==> src/rtl/entropy_csr_pkg.sv <==
package entropy_csr_pkg;

  localparam int CTRL_OFS = 0;
  localparam int STAT_OFS = 4;

  localparam int IE_POS   = 3;
  localparam int EN_POS   = 2;
  localparam int DRDY_POS = 0;

  localparam int NUM_ERR  = 2;   // channel 0: seed stream, channel 1: sampling clock
  localparam int NUM_IRQ_SRC = NUM_ERR + 1;

  function automatic int live_pos(input int ch);
    return (ch == 0) ? 2 : 1;
  endfunction

  function automatic int lat_pos(input int ch);
    return (ch == 0) ? 6 : 5;
  endfunction

endpackage

==> src/rtl/entropy_rst_sync.sv <==
module entropy_rst_sync (
  input  logic clk,
  input  logic arst_n,
  output logic srst_n
);
  logic stage_q;
  logic out_q;

  always_ff @(posedge clk or negedge arst_n) begin
    if (!arst_n) begin
      stage_q <= 1'b0;
      out_q   <= 1'b0;
    end else begin
      stage_q <= 1'b1;
      out_q   <= stage_q;
    end
  end

  assign srst_n = out_q;
endmodule

==> src/rtl/entropy_ctrl_reg.sv <==
module entropy_ctrl_reg (
  input  logic clk,
  input  logic rst_n,
  input  logic wr_i,
  input  logic ie_d_i,
  input  logic en_d_i,
  output logic ie_o,
  output logic en_o
);
  logic ie_q, en_q;
  logic ie_d, en_d;

  always_comb begin
    ie_d = ie_q;
    en_d = en_q;
    if (wr_i) begin
      ie_d = ie_d_i;
      en_d = en_d_i;
    end
  end

  always_ff @(posedge clk or negedge rst_n) begin
    if (!rst_n) begin
      ie_q <= 1'b0;
      en_q <= 1'b0;
    end else if (wr_i) begin
      ie_q <= ie_d;
      en_q <= en_d;
    end
  end

  assign ie_o = ie_q;
  assign en_o = en_q;

  assert_en_follows_write_R2: assert property (@(posedge clk) disable iff (!rst_n)
    wr_i |=> (en_o == $past(en_d_i)));

  assert_ctrl_hold_R3: assert property (@(posedge clk) disable iff (!rst_n)
    !wr_i |=> ($stable(ie_o) && $stable(en_o)));
endmodule

==> src/rtl/entropy_err_flag.sv <==
module entropy_err_flag (
  input  logic clk,
  input  logic rst_n,
  input  logic fault_i,
  input  logic clr_i,
  output logic live_o,
  output logic lat_o
);
  logic live_q, lat_q;
  logic live_d, lat_d;
  logic rise;

  always_comb begin
    rise   = fault_i & ~live_q;
    live_d = fault_i;
    if (rise)       lat_d = 1'b1;   // a new fault beats a clearing write
    else if (clr_i) lat_d = 1'b0;
    else            lat_d = lat_q;
  end

  always_ff @(posedge clk or negedge rst_n) begin
    if (!rst_n) begin
      live_q <= 1'b0;
      lat_q  <= 1'b0;
    end else begin
      live_q <= live_d;
      lat_q  <= lat_d;
    end
  end

  assign live_o = live_q;
  assign lat_o  = lat_q;

  assert_lat_with_live_R5: assert property (@(posedge clk) disable iff (!rst_n)
    $rose(live_o) |-> lat_o);

  assert_set_wins_R7: assert property (@(posedge clk) disable iff (!rst_n)
    (clr_i && fault_i && !live_o) |=> lat_o);

  assert_zero_clears_R6: assert property (@(posedge clk) disable iff (!rst_n)
    (clr_i && !(fault_i && !live_o)) |=> !lat_o);

  assert_sticky_hold_R6: assert property (@(posedge clk) disable iff (!rst_n)
    (!clr_i && lat_o) |=> lat_o);
endmodule

==> src/rtl/entropy_irq.sv <==
module entropy_irq #(
  parameter int NSRC = 3
) (
  input  logic            clk,
  input  logic            rst_n,
  input  logic            ie_i,
  input  logic [NSRC-1:0] src_i,
  output logic            irq_o
);
  logic irq_q, irq_d;

  always_comb begin
    irq_d = ie_i & (|src_i);
  end

  always_ff @(posedge clk or negedge rst_n) begin
    if (!rst_n) irq_q <= 1'b0;
    else        irq_q <= irq_d;
  end

  assign irq_o = irq_q;

  assert_irq_masked_R8: assert property (@(posedge clk) disable iff (!rst_n)
    !ie_i |=> !irq_o);

  assert_irq_raised_R8: assert property (@(posedge clk) disable iff (!rst_n)
    (ie_i && (src_i != '0)) |=> irq_o);
endmodule

==> src/rtl/entropy_csr.sv <==
module entropy_csr #(
  parameter int ADDR_W = 4,
  parameter int DATA_W = 32
) (
  input  logic              clk,
  input  logic              rst_n,
  input  logic              wr_en,
  input  logic              rd_en,
  input  logic [ADDR_W-1:0] addr,
  input  logic [DATA_W-1:0] wdata,
  input  logic              seed_fault,
  input  logic              clk_fault,
  input  logic              data_ready,
  output logic [DATA_W-1:0] rdata,
  output logic              gen_enable,
  output logic              irq
);
  import entropy_csr_pkg::*;

  logic srst_n;
  logic ctrl_sel, stat_sel, ctrl_wr, stat_wr;
  logic ie, en;
  logic drdy_q, drdy_d;
  logic [NUM_ERR-1:0] fault_vec, clr_vec, live_vec, lat_vec;
  logic [DATA_W-1:0] rd_word, rdata_q;
  logic unused_wdata;

  entropy_rst_sync u_rst (
    .clk    (clk),
    .arst_n (rst_n),
    .srst_n (srst_n)
  );

  always_comb begin
    ctrl_sel = (addr == ADDR_W'(CTRL_OFS));
    stat_sel = (addr == ADDR_W'(STAT_OFS));
    ctrl_wr  = wr_en & ctrl_sel;
    stat_wr  = wr_en & stat_sel;
  end

  assign unused_wdata = ^wdata;

  entropy_ctrl_reg u_ctrl (
    .clk    (clk),
    .rst_n  (srst_n),
    .wr_i   (ctrl_wr),
    .ie_d_i (wdata[IE_POS]),
    .en_d_i (wdata[EN_POS]),
    .ie_o   (ie),
    .en_o   (en)
  );

  assign fault_vec = {clk_fault, seed_fault};

  for (genvar g = 0; g < NUM_ERR; g++) begin : g_err
    assign clr_vec[g] = stat_wr & ~wdata[lat_pos(g)];
    entropy_err_flag u_flag (
      .clk     (clk),
      .rst_n   (srst_n),
      .fault_i (fault_vec[g]),
      .clr_i   (clr_vec[g]),
      .live_o  (live_vec[g]),
      .lat_o   (lat_vec[g])
    );
  end

  always_comb drdy_d = data_ready;

  always_ff @(posedge clk or negedge srst_n) begin
    if (!srst_n) drdy_q <= 1'b0;
    else         drdy_q <= drdy_d;
  end

  entropy_irq #(.NSRC(NUM_IRQ_SRC)) u_irq (
    .clk   (clk),
    .rst_n (srst_n),
    .ie_i  (ie),
    .src_i ({lat_vec, drdy_q}),
    .irq_o (irq)
  );

  always_comb begin
    rd_word = '0;
    if (ctrl_sel) begin
      rd_word[IE_POS] = ie;
      rd_word[EN_POS] = en;
    end else if (stat_sel) begin
      rd_word[DRDY_POS] = drdy_q;
      for (int c = 0; c < NUM_ERR; c++) begin
        rd_word[live_pos(c)] = live_vec[c];
        rd_word[lat_pos(c)]  = lat_vec[c];
      end
    end
  end

  always_ff @(posedge clk or negedge srst_n) begin
    if (!srst_n)    rdata_q <= '0;
    else if (rd_en) rdata_q <= rd_word;
  end

  assign rdata      = rdata_q;
  assign gen_enable = en;

  assert_rdata_hold_R9: assert property (@(posedge clk) disable iff (!srst_n)
    !rd_en |=> $stable(rdata));

  assert_unmapped_zero_R9: assert property (@(posedge clk) disable iff (!srst_n)
    (rd_en && !ctrl_sel && !stat_sel) |=> (rdata == '0));
endmodule

==> config.mk <==
export PLATFORM = sky130hd
export DESIGN_NAME = entropy_csr
export DESIGN_NICKNAME = d
export VERILOG_FILES = /design/src/rtl/entropy_csr_pkg.sv /design/src/rtl/entropy_rst_sync.sv /design/src/rtl/entropy_ctrl_reg.sv /design/src/rtl/entropy_err_flag.sv /design/src/rtl/entropy_irq.sv /design/src/rtl/entropy_csr.sv
export SDC_FILE = /design/constraint.sdc
export NUM_CORES = 1
export LEC_CHECK = 0
export BUFFER_PORTS_ARGS = -buffer_cell sky130_fd_sc_hd__buf_2
export CORE_ASPECT_RATIO = 0.75
export CORE_MARGIN = 2
export CORE_UTILIZATION = 32
export CTS_BUF_LIST = sky130_fd_sc_hd__clkbuf_4 sky130_fd_sc_hd__clkbuf_8 sky130_fd_sc_hd__clkbuf_16
export DETAILED_ROUTE_END_ITERATION = 12
export MAX_ROUTING_LAYER = met4
export PLACE_DENSITY = 0.85
export SYNTH_ARGS = -nofsm -noshare
export SYNTH_HDL_FRONTEND = slang
export SYNTH_SLANG_ARGS = --single-unit
==> constraint.sdc <==
create_clock -name clk -period 0.8 [get_ports clk]
set_input_delay 0.08 -clock clk [delete_from_list [all_inputs] [get_ports clk]]
set_output_delay 0.08 -clock clk [all_outputs]
set_load 0.02 [all_outputs]
==> reports/metrics.yaml <==
num_io_pins: 77
whs_endpoint: "u_ctrl.ie_o$_DFFE_PN0P_"
cp_slowest_cell: "dfrtp_2"
switching_share_pct: 29.2
cts_tree: "yes"
grt_pass1_vias: 504
crit_path_end_kind: "output pin"
critical_path_depth: 1
dieArea_sq_um: 2910
seqPwrFrac_pct: 47.8
ys_warn_count: 0
fin_crit_sh_pct: 116
drt_iter0_markers: 12
port_buffers: 22
clk_pin_slew_ns: 0.09
post-place-ws_ns: -0.282
gp_congestion: 0.770
report.final.setup_viol: 14
violations: "setup timing"
ys_types: 19
place_area_sq_um: 915
clkPwrFrac_pct: 27.6
switchingPower_mw: 0.559
drv_cap: 0
via_per_inst: 3.81
reg2regPathDepth: 3
dpl.hpwl_mm: 1.25
r2r_start: "u_ctrl.en_o$_DFFE_PN0P_"
p_leak_nw: 0.585
cts_max_level: 1
synth_cells: 69
coreArea_sq_um: 2330
max_freq_ghz: 1.08
combPwrFrac_pct: 24.6
finalNetCount: 155
min_path_cells: 2
fin_ws_ns: -0.126
vias: 552
cts_buffers: 3
synth_area_sq_um: 798
hp-start: "wdata[3]"
whs_ns: 0.0188
antenna_found_initial: 0
regToRegSetupSlack_ns: -0.10
critPathTopFamily: "flip-flops"
synth_area_per_cell_sq_um: 11.6
die_w_um: 61.7
yosys_register_bits: 16
powerDensity_nw_per_um2: 1690
skew_ns: 0.00389
grt_max_degree: 15
worstSkewPairLatency_ns: 0.28
min_period_ns: 0.926
critPathMaxFanout: 3
reg2reg_to: "rdata[2]$_DFFE_PN0P_"
crit_chain: "buf_6"
drt_wl_total_mm: 1.60
slowest_delay_ns: 0.43
grtUsageTotal_pct: 11.9
cts_buffer_depth: 2
irDropWorstVdd_mv: 0.976
grt_pass1_wl_mm: 2.30
drc: 0
syn2layout_area_growth_pct: 41.7
fin_area_sq_um: 1130
dr.pass1.iters: 3
drive_above_1_share_pct: 45.0
rsz0062_at_grt: "true"
critPathBufInv: 1
hp-class: "in2reg"
cts-root-buf: "clkbuf_4"
slew_violations: 0
status: "finished with violations"
die_h_um: 47.3
postRouteAntennaNets: 0
arrival_ns: 0.85
initial_core_util_pct: 34.3
grt-ovfl-total: 0
hold_violations: 0
intPower_mw: 1.36
synth-seq-area-share_pct: 50.2
worstSetupPathType: "reg2out"
worstPathRequired_ns: 0.72
numClockSinks: 16
rows: 15
wl_per_cell_um: 11.0
startpoint_type: "flip-flop"
antenna_cells: 0
[layout make-up]
class,instances,area [sq um]
fill,229,1200
tap,34,42.5
timing repair buffer,39,309
clock buffer,4,36.3
sequential,16,402
multi-input combinational,48,327
inverter,4,15.0
[registers in the layout, summed over array words and instances, names as in the netlist]
signal and count:
drdy_q 1, g_err.u_flag.lat_o 2, g_err.u_flag.live_o 2, rdata 6, u_ctrl.en_o 1, u_ctrl.ie_o 1, u_irq.irq_o 1, u_rst.srst_n 1
u_rst.stage_q 1
[per-layer routing]
layer  share of wire (%)  vias up  global-route usage, %
met2                  55       26                   21.1
li1                    -      264                      -
met1                  37      262                   12.9
met3                 7.2        0                   5.79
met4                   0        0                      0
met5                   0        -                      -
[power by group through the flow]
stage          sequential, mW  clock, mW  combinational [mW]
2_1_floorplan           0.968          0               0.287
3_3_place_gp            0.920          0               0.359
3_5_place_dp            0.923          0               0.369
4_1_cts                 0.913      0.541               0.459
5_1_grt                 0.922      0.568               0.506
6_report                0.914      0.528               0.471
[cell usage after synthesis, drive strengths merged]
master  number  area share (%)
a21o         1            0.94
a22o         4             4.4
buf         26              24
conb         2            0.94
dfrtp       16              50
inv          4             1.9
mux2         2             2.8
mux2i        1             1.3
nand2        1            0.47
nand2b       1             1.7
nor3         2             2.7
nor4         1            0.78
o21ai        2             1.3
o31a         1             1.1
o31ai        2             1.9
o32ai        1             1.1
or3          1            0.78
or3b         1             1.4
[cell families (layout without fill, tap and decap cells)]
kind of cell	Yosys count	after routing	synth area share (%)
mux	3	3	4.08
buf+inv	30	47	26.3
simple gates	7	7	7.84
flops	16	16	50.2
other cells	2	27	0.941
compound gates	11	11	10.7
[worst reg2reg max path, stage by stage (launching register included)]
cell     delay (ns)
dfrtp_2        0.43
mux2i_1        0.15
nor3_1         0.07
a21o_1         0.15
[how the worst max path moves through the flow]
stage / startpoint / endpoint / slack [ns]
after detailed placement: addr[3] / u_ctrl.en_o$_DFFE_PN0P_ / -0.28
after CTS: u_ctrl.en_o$_DFFE_PN0P_ / gen_enable / -0.13
after global placement: addr[1] / g_err[0].u_flag.lat_o$_DFFE_PN0P_ / -0.23
final: u_ctrl.en_o$_DFFE_PN0P_ / gen_enable / -0.13
after global routing: u_ctrl.en_o$_DFFE_PN0P_ / rdata[2]$_DFFE_PN0P_ / -0.17
after floorplan: u_ctrl.en_o$_DFFE_PN0P_ / rdata[2]$_DFFE_PN0P_ / -0.08
[layout by cell type, fill, tap and decap left out, types with 2 or more instances in the layout]
cell           netlist  layout
a22o_1               4       4
buf_2                0      14
buf_4               26      10
buf_6                0      11
clkbuf_4             0       3
conb_1               2      27
dfrtp_1             16      15
dlygate4sd3_1        0       4
inv_1                4       3
o21ai_1              0       2
[per-stage QoR]
| stage | util, % | power (mW) | TNS [ns] | cells |
|---|---|---|---|---|
| 6_report | 48.6 | 1.91 | -1.09 | 145 |
| 5_1_grt | 48.6 | 2.00 | -1.57 | 145 |
| 4_1_cts | 47.3 | 1.91 | -1.09 | 145 |
| 3_5_place_dp | 39.3 | 1.29 | -2.46 | 130 |
| 3_3_place_gp | 39.3 | 1.28 | -1.95 | 130 |
| 2_1_floorplan | - | 1.26 | -0.462 | 94 |
[repair_timing]
action	in CTS	in global routing
hold buffers	4	0
gates resized for setup	17	7
pin swaps	3	2
endpoints found under the hold margin	5	0
setup endpoints to repair	11	18
setup buffers	7	0
Note: power is estimated with default switching activity, not from simulation.
